`src/rtl/ddr3_seq_pkg.sv`:
```
package ddr3_seq_pkg;

  typedef enum logic [3:0] {
    CMD_NOP  = 4'd0,
    CMD_MRS  = 4'd1,
    CMD_REF  = 4'd2,
    CMD_PRE  = 4'd3,
    CMD_ACT  = 4'd4,
    CMD_WR   = 4'd5,
    CMD_RD   = 4'd6,
    CMD_ZQCL = 4'd7,
    CMD_ZQCS = 4'd8,
    CMD_SRE  = 4'd9,
    CMD_SRX  = 4'd10,
    CMD_MPR  = 4'd11
  } cmd_e;

  typedef enum logic [2:0] {
    ST_INIT,
    ST_ZQCL,
    ST_LEVEL,
    ST_IDLE,
    ST_BURST,
    ST_PRE,
    ST_SREF
  } seq_state_e;

endpackage

```
`src/rtl/ddr3_gap_timer.sv`:
```
module ddr3_gap_timer #(
  parameter int W = 8
) (
  input  logic         clk,
  input  logic         rst_n,
  input  logic         load,
  input  logic [W-1:0] load_val,
  output logic         expired
);

  logic [W-1:0] cnt_q;
  logic [W-1:0] cnt_d;
  logic         cnt_en;

  assign cnt_en  = load || (cnt_q != '0);
  assign cnt_d   = load ? load_val : cnt_q - 1'b1;
  assign expired = (cnt_q == '0);

  always_ff @(posedge clk or negedge rst_n) begin
    if (!rst_n) begin
      cnt_q <= '0;
    end else if (cnt_en) begin
      cnt_q <= cnt_d;
    end
  end

endmodule

```
`src/rtl/ddr3_ref_tick.sv`:
```
module ddr3_ref_tick #(
  parameter int INTERVAL = 300
) (
  input  logic clk,
  input  logic rst_n,
  input  logic clear,
  output logic pending
);

  localparam int CW = (INTERVAL > 2) ? $clog2(INTERVAL) : 1;
  localparam logic [CW-1:0] LAST = CW'(INTERVAL - 1);

  logic [CW-1:0] cnt_q;
  logic          tick;
  logic          pend_q;

  assign tick    = (cnt_q == LAST);
  assign pending = pend_q;

  always_ff @(posedge clk or negedge rst_n) begin
    if (!rst_n) begin
      cnt_q  <= '0;
      pend_q <= 1'b0;
    end else begin
      cnt_q  <= tick ? '0 : cnt_q + 1'b1;
      pend_q <= tick || (pend_q && !clear);
    end
  end

endmodule

```
`src/rtl/ddr3_cmd_seq.sv`:
```
module ddr3_cmd_seq
  import ddr3_seq_pkg::*;
#(
  parameter int BANK_W = 3,
  parameter int ROW_W  = 14,
  parameter int COL_W  = 7,
  parameter int BCNT_W = 3,
  parameter int BL     = 8,
  parameter int TMR_W  = 8,
  parameter int T_RCD  = 4,
  parameter int T_CCD  = 4,
  parameter int T_RTP  = 3,
  parameter int T_WTP  = 6,
  parameter int T_RP   = 3,
  parameter int T_RFC  = 10,
  parameter int T_ZQL  = 20,
  parameter int T_ZQS  = 6,
  parameter int T_MOD  = 4,
  parameter int T_XS   = 8,
  parameter int REF_I  = 300
) (
  input  logic              clk,
  input  logic              rst_n,
  input  logic              phy_done,
  input  logic              req_valid,
  input  logic              req_write,
  input  logic [BANK_W-1:0] req_bank,
  input  logic [ROW_W-1:0]  req_row,
  input  logic [COL_W-1:0]  req_col,
  input  logic [BCNT_W-1:0] req_bursts,
  output logic              req_ready,
  input  logic              data_ok,
  input  logic              mnt_sre,
  input  logic              mnt_srx,
  input  logic              mnt_zqcs,
  input  logic              mnt_mrs,
  input  logic              mnt_mpr,
  input  logic [BANK_W-1:0] mnt_bank,
  input  logic [ROW_W-1:0]  mnt_addr,
  output logic [3:0]        cmd_code,
  output logic [BANK_W-1:0] cmd_bank,
  output logic [ROW_W-1:0]  cmd_addr,
  output logic              op_done
);

  // Timer reload values: a gap of G cycles reloads G-1.
  localparam logic [TMR_W-1:0] LD_RCD = TMR_W'(T_RCD - 1);
  localparam logic [TMR_W-1:0] LD_CCD = TMR_W'(T_CCD - 1);
  localparam logic [TMR_W-1:0] LD_RTP = TMR_W'(T_RTP - 1);
  localparam logic [TMR_W-1:0] LD_WTP = TMR_W'(T_WTP - 1);
  localparam logic [TMR_W-1:0] LD_RP  = TMR_W'(T_RP - 1);
  localparam logic [TMR_W-1:0] LD_RFC = TMR_W'(T_RFC - 1);
  localparam logic [TMR_W-1:0] LD_ZQL = TMR_W'(T_ZQL - 1);
  localparam logic [TMR_W-1:0] LD_ZQS = TMR_W'(T_ZQS - 1);
  localparam logic [TMR_W-1:0] LD_MOD = TMR_W'(T_MOD - 1);
  localparam logic [TMR_W-1:0] LD_XS  = TMR_W'(T_XS - 1);
  localparam logic [COL_W-1:0] COL_STEP = COL_W'(BL);

  seq_state_e        state_q, state_d;
  logic [BANK_W-1:0] bank_q;
  logic [COL_W-1:0]  col_q;
  logic [BCNT_W-1:0] left_q;
  logic              wr_q;
  logic              latch_en, step_en;
  logic              tmr_load, tmr_expired;
  logic [TMR_W-1:0]  tmr_val;
  logic              ref_pend, ref_clr;
  logic              mnt_any;
  logic [ROW_W-1:0]  col_addr;
  cmd_e              cmd_d;

  ddr3_gap_timer #(.W(TMR_W)) u_gap (
    .clk      (clk),
    .rst_n    (rst_n),
    .load     (tmr_load),
    .load_val (tmr_val),
    .expired  (tmr_expired)
  );

  ddr3_ref_tick #(.INTERVAL(REF_I)) u_ref (
    .clk     (clk),
    .rst_n   (rst_n),
    .clear   (ref_clr),
    .pending (ref_pend)
  );

  // Column field placed in the low bits of the address bus.
  generate
    if (ROW_W > COL_W) begin : g_col_pad
      assign col_addr = {{(ROW_W-COL_W){1'b0}}, col_q};
    end else begin : g_col_trunc
      assign col_addr = col_q[ROW_W-1:0];
    end
  endgenerate

  assign mnt_any   = mnt_sre || mnt_zqcs || mnt_mrs || mnt_mpr;
  assign req_ready = (state_q == ST_IDLE) && tmr_expired && !ref_pend && !mnt_any;
  assign cmd_code  = cmd_d;

  always_comb begin
    state_d  = state_q;
    cmd_d    = CMD_NOP;
    cmd_bank = '0;
    cmd_addr = '0;
    tmr_load = 1'b0;
    tmr_val  = '0;
    ref_clr  = 1'b0;
    op_done  = 1'b0;
    latch_en = 1'b0;
    step_en  = 1'b0;
    unique case (state_q)
      ST_INIT: begin
        if (phy_done) state_d = ST_ZQCL;
      end
      ST_ZQCL: begin
        cmd_d    = CMD_ZQCL;
        tmr_load = 1'b1;
        tmr_val  = LD_ZQL;
        state_d  = ST_LEVEL;
      end
      ST_LEVEL: begin
        if (tmr_expired && phy_done) state_d = ST_IDLE;
      end
      ST_IDLE: begin
        if (tmr_expired) begin
          if (ref_pend) begin
            cmd_d    = CMD_REF;
            ref_clr  = 1'b1;
            tmr_load = 1'b1;
            tmr_val  = LD_RFC;
            op_done  = 1'b1;
          end else if (mnt_sre) begin
            cmd_d   = CMD_SRE;
            state_d = ST_SREF;
          end else if (mnt_zqcs) begin
            cmd_d    = CMD_ZQCS;
            tmr_load = 1'b1;
            tmr_val  = LD_ZQS;
            op_done  = 1'b1;
          end else if (mnt_mrs || mnt_mpr) begin
            cmd_d    = mnt_mrs ? CMD_MRS : CMD_MPR;
            cmd_bank = mnt_bank;
            cmd_addr = mnt_addr;
            tmr_load = 1'b1;
            tmr_val  = LD_MOD;
            op_done  = 1'b1;
          end else if (req_valid) begin
            cmd_d    = CMD_ACT;
            cmd_bank = req_bank;
            cmd_addr = req_row;
            tmr_load = 1'b1;
            tmr_val  = LD_RCD;
            latch_en = 1'b1;
            state_d  = ST_BURST;
          end
        end
      end
      ST_BURST: begin
        if (tmr_expired && data_ok) begin
          cmd_d    = wr_q ? CMD_WR : CMD_RD;
          cmd_bank = bank_q;
          cmd_addr = col_addr;
          step_en  = 1'b1;
          tmr_load = 1'b1;
          if (left_q == '0) begin
            tmr_val = wr_q ? LD_WTP : LD_RTP;
            state_d = ST_PRE;
          end else begin
            tmr_val = LD_CCD;
          end
        end
      end
      ST_PRE: begin
        if (tmr_expired) begin
          cmd_d    = CMD_PRE;
          cmd_bank = bank_q;
          tmr_load = 1'b1;
          tmr_val  = LD_RP;
          op_done  = 1'b1;
          state_d  = ST_IDLE;
        end
      end
      ST_SREF: begin
        if (mnt_srx) begin
          cmd_d    = CMD_SRX;
          tmr_load = 1'b1;
          tmr_val  = LD_XS;
          op_done  = 1'b1;
          state_d  = ST_IDLE;
        end
      end
      default: state_d = ST_INIT;
    endcase
  end

  always_ff @(posedge clk or negedge rst_n) begin
    if (!rst_n) begin
      state_q <= ST_INIT;
      bank_q  <= '0;
      col_q   <= '0;
      left_q  <= '0;
      wr_q    <= 1'b0;
    end else begin
      state_q <= state_d;
      if (latch_en) begin
        bank_q <= req_bank;
        col_q  <= req_col;
        left_q <= req_bursts;
        wr_q   <= req_write;
      end else if (step_en) begin
        col_q  <= col_q + COL_STEP;
        left_q <= left_q - 1'b1;
      end
    end
  end

endmodule

```
`config.mk`:
```
export PLATFORM = sky130hd
export DESIGN_NAME = ddr3_cmd_seq
export DESIGN_NICKNAME = d
export VERILOG_FILES = /design/src/rtl/ddr3_seq_pkg.sv /design/src/rtl/ddr3_gap_timer.sv /design/src/rtl/ddr3_ref_tick.sv /design/src/rtl/ddr3_cmd_seq.sv
export SDC_FILE = /design/constraint.sdc
export NUM_CORES = 1
export LEC_CHECK = 0
export ABC_CLOCK_PERIOD_IN_PS = 6800
export BUFFER_PORTS_ARGS = -buffer_cell sky130_fd_sc_hd__buf_2
export CAP_MARGIN = 20
export CORE_MARGIN = 3
export CORE_UTILIZATION = 35
export CTS_CLUSTER_SIZE = 40
export DETAILED_ROUTE_END_ITERATION = 12
export SLEW_MARGIN = 20
export SYNTH_ARGS = -nofsm -noshare
export SYNTH_HDL_FRONTEND = slang
export SYNTH_HIERARCHICAL = 1
export SYNTH_SLANG_ARGS = --single-unit
```
`constraint.sdc`:
```
create_clock -name clk -period 6.8 [get_ports clk]
set_clock_uncertainty 0.1 [all_clocks]
set_input_delay 0.34 -clock clk [delete_from_list [all_inputs] [get_ports clk]]
set_output_delay 0.34 -clock clk [all_outputs]
set_load 0.01 [all_outputs]
```
==> results by group, run 1 <==
Clocking
  – Maximum clock path buffer count: 2
  – H-Tree Depth: 2
  – Post-CTS Setup Bufs: 0
  – Clock slew at reported path FFs: 0.07 ns
  – Clock latency at the later pin of the worst-skew pair: 0.29 ns
  – CTS tree: built
  – CTS buffer count: 5
  – Post-cts sizing count: 0
  – Clk sinks: 35
  – Hold-fix buffers at CTS: 0
  – CTS root buf: clkbuf_8

STA
  – Final Setup Violations: 0
  – F_max: 0.223 GHz
  – Rel. slew slack: 0.327
  – Final hold vios: 0
  – Final Cycle Share: 0.659
  – Worst slew pin tran: 1.00 ns
  – Pins Over Slew Limit: 0
  – Unrepaired setup endpoints after global routing: false
  – Fin crit period: 4.48 ns
  – Setup TNS: 0 ns

Worst setup path
  – Reg2reg setup slack: 2.84 ns
  – Max Fanout on Critical Path: 26
  – Reg2reg end: bank_q[2]$_DFFE_PN0P_
  – Slowest stage delay, CP: 0.82 ns
  – Critical path cell sequence: or4_4 > nor3_1 > nand4b_1 > or4_1 > nor2_8 > a22oi_1 > nand2_1 > buf_2
  – Critical setup path kind: reg -> out
  – Critical R2R Launch: u_gap/cnt_q[3]$_DFFE_PN0P_
  – CP arrival: 4.04 ns
  – Critical path origin: u_gap/cnt_q[3]$_DFFE_PN0P_
  – Startpoint Class: flop
  – R2R depth: 6
  – Worst setup endpoint: cmd_bank[1]
  – Slowest CP cell: or4_1
  – CP Capture Type: output port
  – Req. time, crit path: 6.36 ns

Detailed routing
  – Starting DRC count in detailed routing: 122
  – Via density: 5.37
  – Drt wl/cell: 14.4 um
  – Total Wirelength: 6.35 mm
  – Via count: 2366
  – Drt drc: 0
  – Post-route ant nets: 0
  – DRT Pass-1 Iters: 5

Die
  – Die area: 0.00794 mm^2
  – Die height: 89.1 um
  – Starting Density: 0.370
  – Area of the core: 0.00653 mm^2
  – I/O pins: 78
  – Chip Width: 89.1 um
  – Row count: 29

Synth
  – Async SR Flop Fraction: 1.00
  – Number of flops mapped to enable cells by yosys: 0
  – Synthesis warning total: 6
  – Distinct cells, synth: 53
  – Synth Cell Area: 0.00242 mm^2
  – Yosys reg bits: 35
  – Synth Flop Type: dfrtp_1
  – Register area share after synthesis: 0.362
  – Synthesized area per cell: 8.28 um^2
  – Post-Syn Instances: 292

Power
  – P_leak: 0.00142 uW
  – Pwr dens: 215 mW/mm^2
  – Maximum vdd drop: 0.113 mV
  – Total power: 633 uW

Global route
  – GRT Total Usage: 0.158
  – Global-route wire length before repair: 10.0 mm
  – Global route total overflow: 0
  – Initial antenna violation count: 0
  – Vias in the first global route: 2052
  – Largest net degree at the start of global routing: 36

Placement
  – DP Wirelength: 4.58 mm
  – Port-buffer cells: 77
  – GPL Wtd Cong: 0.870
  – Placed cell area: 0.00282 mm^2

Finish
  – Layout cell share with drive strength beyond 1: 0.264
  – Antenna Cells: 0
  – Final Core Density: 0.450
  – Area growth syn-to-layout: 21.6%
  – Design area: 0.00294 mm^2
  – # nets final: 423

Run
  – Max-cap viol count: 0

Worst hold path
  – Worst hold path type: in -> async

Outcome
  – Status: finished clean
-- report_power, final --
group          switching [uW]  total, uW  internal, uW
Sequential               42.3        278           236
Combinational            78.2        151          72.7
Clock                    82.5        203           121
Total                     203        633           430
-- stage by stage --
step	cells	setup WS (ns)	hold slack (ns)
detailed placement	433	2.67	0.370
global placement	433	2.77	0.368
floorplan	294	3.49	-0.0556
global route	441	2.07	0.106
finish	441	2.32	0.0421
CTS	441	2.32	0.0699
-- layout by cell type, fill, tap and decap left out, types with 4 or more instances in the layout --
cell type  synthesis  layout
clkbuf_8           0       6
dfrtp_1           35      35
a31oi_1            6       6
ha_1               5       5
o21ai_0           24      24
xnor2_1            6       6
a21oi_1           19      19
mux2_2             5       5
nor2_1            25      25
nand2_1           33      33
inv_1             13      13
and3_1            10      10
xor2_1             4       4
nand2b_1           7       7
buf_2              2      77
nor3_1             9       9
o31ai_1            4       4
or3_1              5       5
nand3_1           13      13
-- how the worst min path moves through the flow --
| stage | start | end | depth (start not counted) |
|---|---|---|---|
| finish | rst_n | u_gap/cnt_q[6]$_DFFE_PN0P_ | 1 |
| global route | rst_n | left_q[2]$_DFFE_PN0P_ | 1 |
| detailed placement | u_ref/cnt_q[0]$_DFF_PN0_ | u_ref/cnt_q[0]$_DFF_PN0_ | 1 |
| floorplan | rst_n | bank_q[0]$_DFFE_PN0P_ | 0 |
| CTS | rst_n | left_q[1]$_DFFE_PN0P_ | 1 |
| global placement | u_ref/cnt_q[0]$_DFF_PN0_ | u_ref/cnt_q[0]$_DFF_PN0_ | 1 |
-- cells in the mapped netlist, types with 4 or more instances --
library cell,number,share of area
nand2b_1,7,0.018
nor2_1,25,0.039
mux2_2,5,0.023
o21ai_0,24,0.050
xnor2_1,6,0.022
or3_1,5,0.013
a21oi_1,19,0.039
dfrtp_1,35,0.36
nand3_1,13,0.027
inv_1,13,0.020
a31oi_1,6,0.016
o31ai_1,4,0.012
xor2_1,4,0.014
nor3_1,9,0.019
ha_1,5,0.026
and3_1,10,0.026
nand2_1,33,0.051
clkbuf_1,9,0.014
-- final cells by class --
class	count	area, um^2
clock inverter	2	38.8
timing repair buffer	79	400
sequential	35	876
fill	662	3590
tap	77	96.3
inverter	13	48.8
clock buffer	6	82.6
multi-input combinational	229	1400
-- registers in the layout, indices dropped and copies added (netlist names) --
| signal | cells |
|---|---|
| u_gap/cnt_q | 8 |
| col_q | 7 |
| left_q | 3 |
| u_ref/cnt_q | 9 |
| wr_q | 1 |
| u_ref/pending | 1 |
| state_q | 3 |
| bank_q | 3 |
-- critical path: cells and delay by family (launching register included) --
family                 cells  cell delay, ns
buffers and inverters      1            0.12
and+or+nand+nor            6            3.00
DFF                        1            0.46
AOI/OAI and AO/OA          1            0.15
-- kinds of logic after synthesis --
kind of cell / Yosys count / share of synthesized area
AND/OR/NAND/NOR: 127 / 0.278
AO/OA/AOI/OAI: 75 / 0.192
flip-flops: 35 / 0.362
buffers and inverters: 30 / 0.0631
XOR/XNOR: 10 / 0.0362
multiplexers: 9 / 0.0409
adder cells (fa/ha/maj): 5 / 0.0259
other: 1 / 0.00155
-- metal layers --
metal  global-route usage  vias to the layer above  share of wire
li1                     -                     1198              -
met1                0.233                     1098           0.46
met2                0.234                       68           0.47
met3               0.0406                        2          0.070
met4               0.0325                        0         0.0024
met5                    0                        -              0
Power figures use the tool's default switching activity.
==> run 2, diff against run 1 <==
--- a/config.mk
+++ b/config.mk
@@ -5,7 +5,7 @@
 export SDC_FILE = /design/constraint.sdc
 export NUM_CORES = 1
 export LEC_CHECK = 0
-export ABC_CLOCK_PERIOD_IN_PS = 6800
+export ABC_CLOCK_PERIOD_IN_PS = 4100
 export BUFFER_PORTS_ARGS = -buffer_cell sky130_fd_sc_hd__buf_2
 export CAP_MARGIN = 20
 export CORE_MARGIN = 3
==> constraint.sdc (replaced) <==
create_clock -name clk -period 4.1 [get_ports clk]
set_clock_uncertainty 0.1 [all_clocks]
set_input_delay 0.205 -clock clk [delete_from_list [all_inputs] [get_ports clk]]
set_output_delay 0.205 -clock clk [all_outputs]
set_load 0.01 [all_outputs]
==> results by group, run 2 (synthesis results as in run 1) <==
Outcome
  – Status: finished clean

Worst setup path
  – Req. time, crit path: 3.80 ns
  – CP arrival: 3.46 ns
  – Critical path cell sequence: or4_4 > nor3_1 > buf_4 > nand4b_1 > or4_1 > nor2_8 > a22oi_1 > nand2_1 > buf_2
  – Slowest stage delay, CP: 0.80 ns
  – Startpoint Class: flop
  – Slowest CP cell: or4_1
  – Critical setup path kind: reg -> out
  – CP Capture Type: output port
  – R2R depth: 7
  – Max Fanout on Critical Path: 26

Die
  – Area of the core: 0.00653 mm^2
  – Die height: 89.1 um
  – Chip Width: 89.1 um
  – Row count: 29
  – Die area: 0.00794 mm^2
  – I/O pins: 78
  – Starting Density: 0.370

Power
  – Cell internal pwr: 626 uW
  – Sw Pwr: 322 uW
  – Total power: 948 uW
  – Sw Ratio: 0.340
  – P_leak: 0.00140 uW
  – Sequential share of power: 0.489
  – Clock share of power: 0.251
  – Comb pwr share: 0.260
  – Pwr dens: 326 mW/mm^2
  – Maximum vdd drop: 0.124 mV

Global route
  – GRT Total Usage: 0.162
  – Initial antenna violation count: 0
  – Global-route wire length before repair: 10.2 mm
  – Largest net degree at the start of global routing: 36
  – Global route total overflow: 0
  – Vias in the first global route: 2102

Clocking
  – Maximum clock path buffer count: 2
  – Post-cts sizing count: 0
  – CTS buffer count: 5
  – Clock slew at reported path FFs: 0.07 ns
  – Post-CTS Setup Bufs: 0
  – CTS tree: built
  – H-Tree Depth: 2
  – Clk sinks: 35
  – CTS root buf: clkbuf_8
  – Clock latency at the later pin of the worst-skew pair: 0.29 ns

Finish
  – Largest registers: u_ref/cnt_q x9, u_gap/cnt_q x8, col_q x7
  – Layout cell share with drive strength beyond 1: 0.259
  – Most frequent cells in the layout: buf_2, dfrtp_1, nand2_1
  – Area growth syn-to-layout: 20.1%
  – # nets final: 424
  – Antenna Cells: 0
  – Commonest non-fill, non-tap cell in the layout: buf_2
  – Max reg flops: 9
  – Most flops, register: u_ref/cnt_q
  – Design area: 0.00290 mm^2
  – Final Core Density: 0.445

Placement
  – GPL Wtd Cong: 0.898
  – Placed cell area: 0.00282 mm^2
  – Port-buffer cells: 77
  – DP Wirelength: 4.69 mm

Worst hold path
  – Worst Hold Depth: 3
  – Worst hold path type: in -> reg

STA
  – F_max: 0.265 GHz
  – Unrepaired setup endpoints after global routing: false
  – Final Cycle Share: 0.919
  – Final hold vios: 0
  – Rel. slew slack: 0.312
  – Setup TNS: 0 ns
  – Worst slew pin tran: 1.03 ns
  – Fin crit period: 3.77 ns
  – Pins Over Slew Limit: 0
  – Final Setup Violations: 0

Detailed routing
  – Via count: 2387
  – Via density: 5.43
  – Total Wirelength: 6.27 mm
  – Starting DRC count in detailed routing: 94
  – DRT Pass-1 Iters: 4
  – Drt drc: 0
  – Drt wl/cell: 14.3 um
  – Post-route ant nets: 0

Run
  – Max-cap viol count: 0
==> run 2: worst paths after layout <==
| path | from | slack (ns) | to |
|---|---|---|---|
| min | req_bursts[1] | 0.01 | left_q[1]$_DFFE_PN0P_ |
| max reg2reg | u_gap/cnt_q[3]$_DFFE_PN0P_ | 0.71 | wr_q$_DFFE_PN0P_ |
| max | u_gap/cnt_q[3]$_DFFE_PN0P_ | 0.33 | cmd_bank[1] |
| min reg2reg | u_ref/cnt_q[0]$_DFF_PN0_ | 0.38 | u_ref/cnt_q[0]$_DFF_PN0_ |
| min in group asynchronous | rst_n | 0.42 | u_gap/cnt_q[4]$_DFFE_PN0P_ |
| max in group asynchronous | rst_n | 2.98 | bank_q[1]$_DFFE_PN0P_ |
==> run 2: final cells by class <==
type	count	area [um^2]
repair buffers	80	410
clock buffers	5	68.8
multi-input cells	229	1400
flip-flops and latches	35	876
well taps	77	96.3
clock inverters	1	7.51
fillers	657	3630
inverters	13	48.8
==> run 2: per-layer routing <==
layer / track usage / part of all wire / up-vias
li1: - / - / 1194
met1: 0.235 / 0.47 / 1127
met2: 0.236 / 0.46 / 58
met3: 0.0378 / 0.054 / 8
met4: 0.0568 / 0.013 / 0
met5: 0 / 0 / -
==> run 2: power groups by stage <==
stage | registers (uW) | logic (uW) | clock network (uW)
6_report | 464 | 246 | 238
5_1_grt | 473 | 279 | 263
4_1_cts | 462 | 248 | 250
3_5_place_dp | 468 | 246 | 0
3_3_place_gp | 464 | 245 | 0
2_1_floorplan | 434 | 208 | 0
==> run 2: critical path: cells and delay by family (launching register included) <==
family	cells	cell delay, ns
simple gates	6	2.24
buf+inv	2	0.31
compound gates	1	0.14
flops	1	0.47
==> run 2: stage by stage <==
| step | std cells | setup WS (ns) | hold slack (ns) |
|---|---|---|---|
| after floorplan | 294 | 0.915 | -0.191 |
| after global placement | 433 | 0.701 | 0.245 |
| after detailed placement | 433 | 0.656 | 0.249 |
| after CTS | 440 | 0.307 | 0.00455 |
| after global routing | 440 | 0.0221 | 0.0324 |
| final | 440 | 0.330 | 0.0115 |
==> run 2: timing repair <==
item                       4_1_cts  5_1_grt
setup endpoints to repair        0        0
hold endpoints to repair        35        0
hold buffers                     1        0
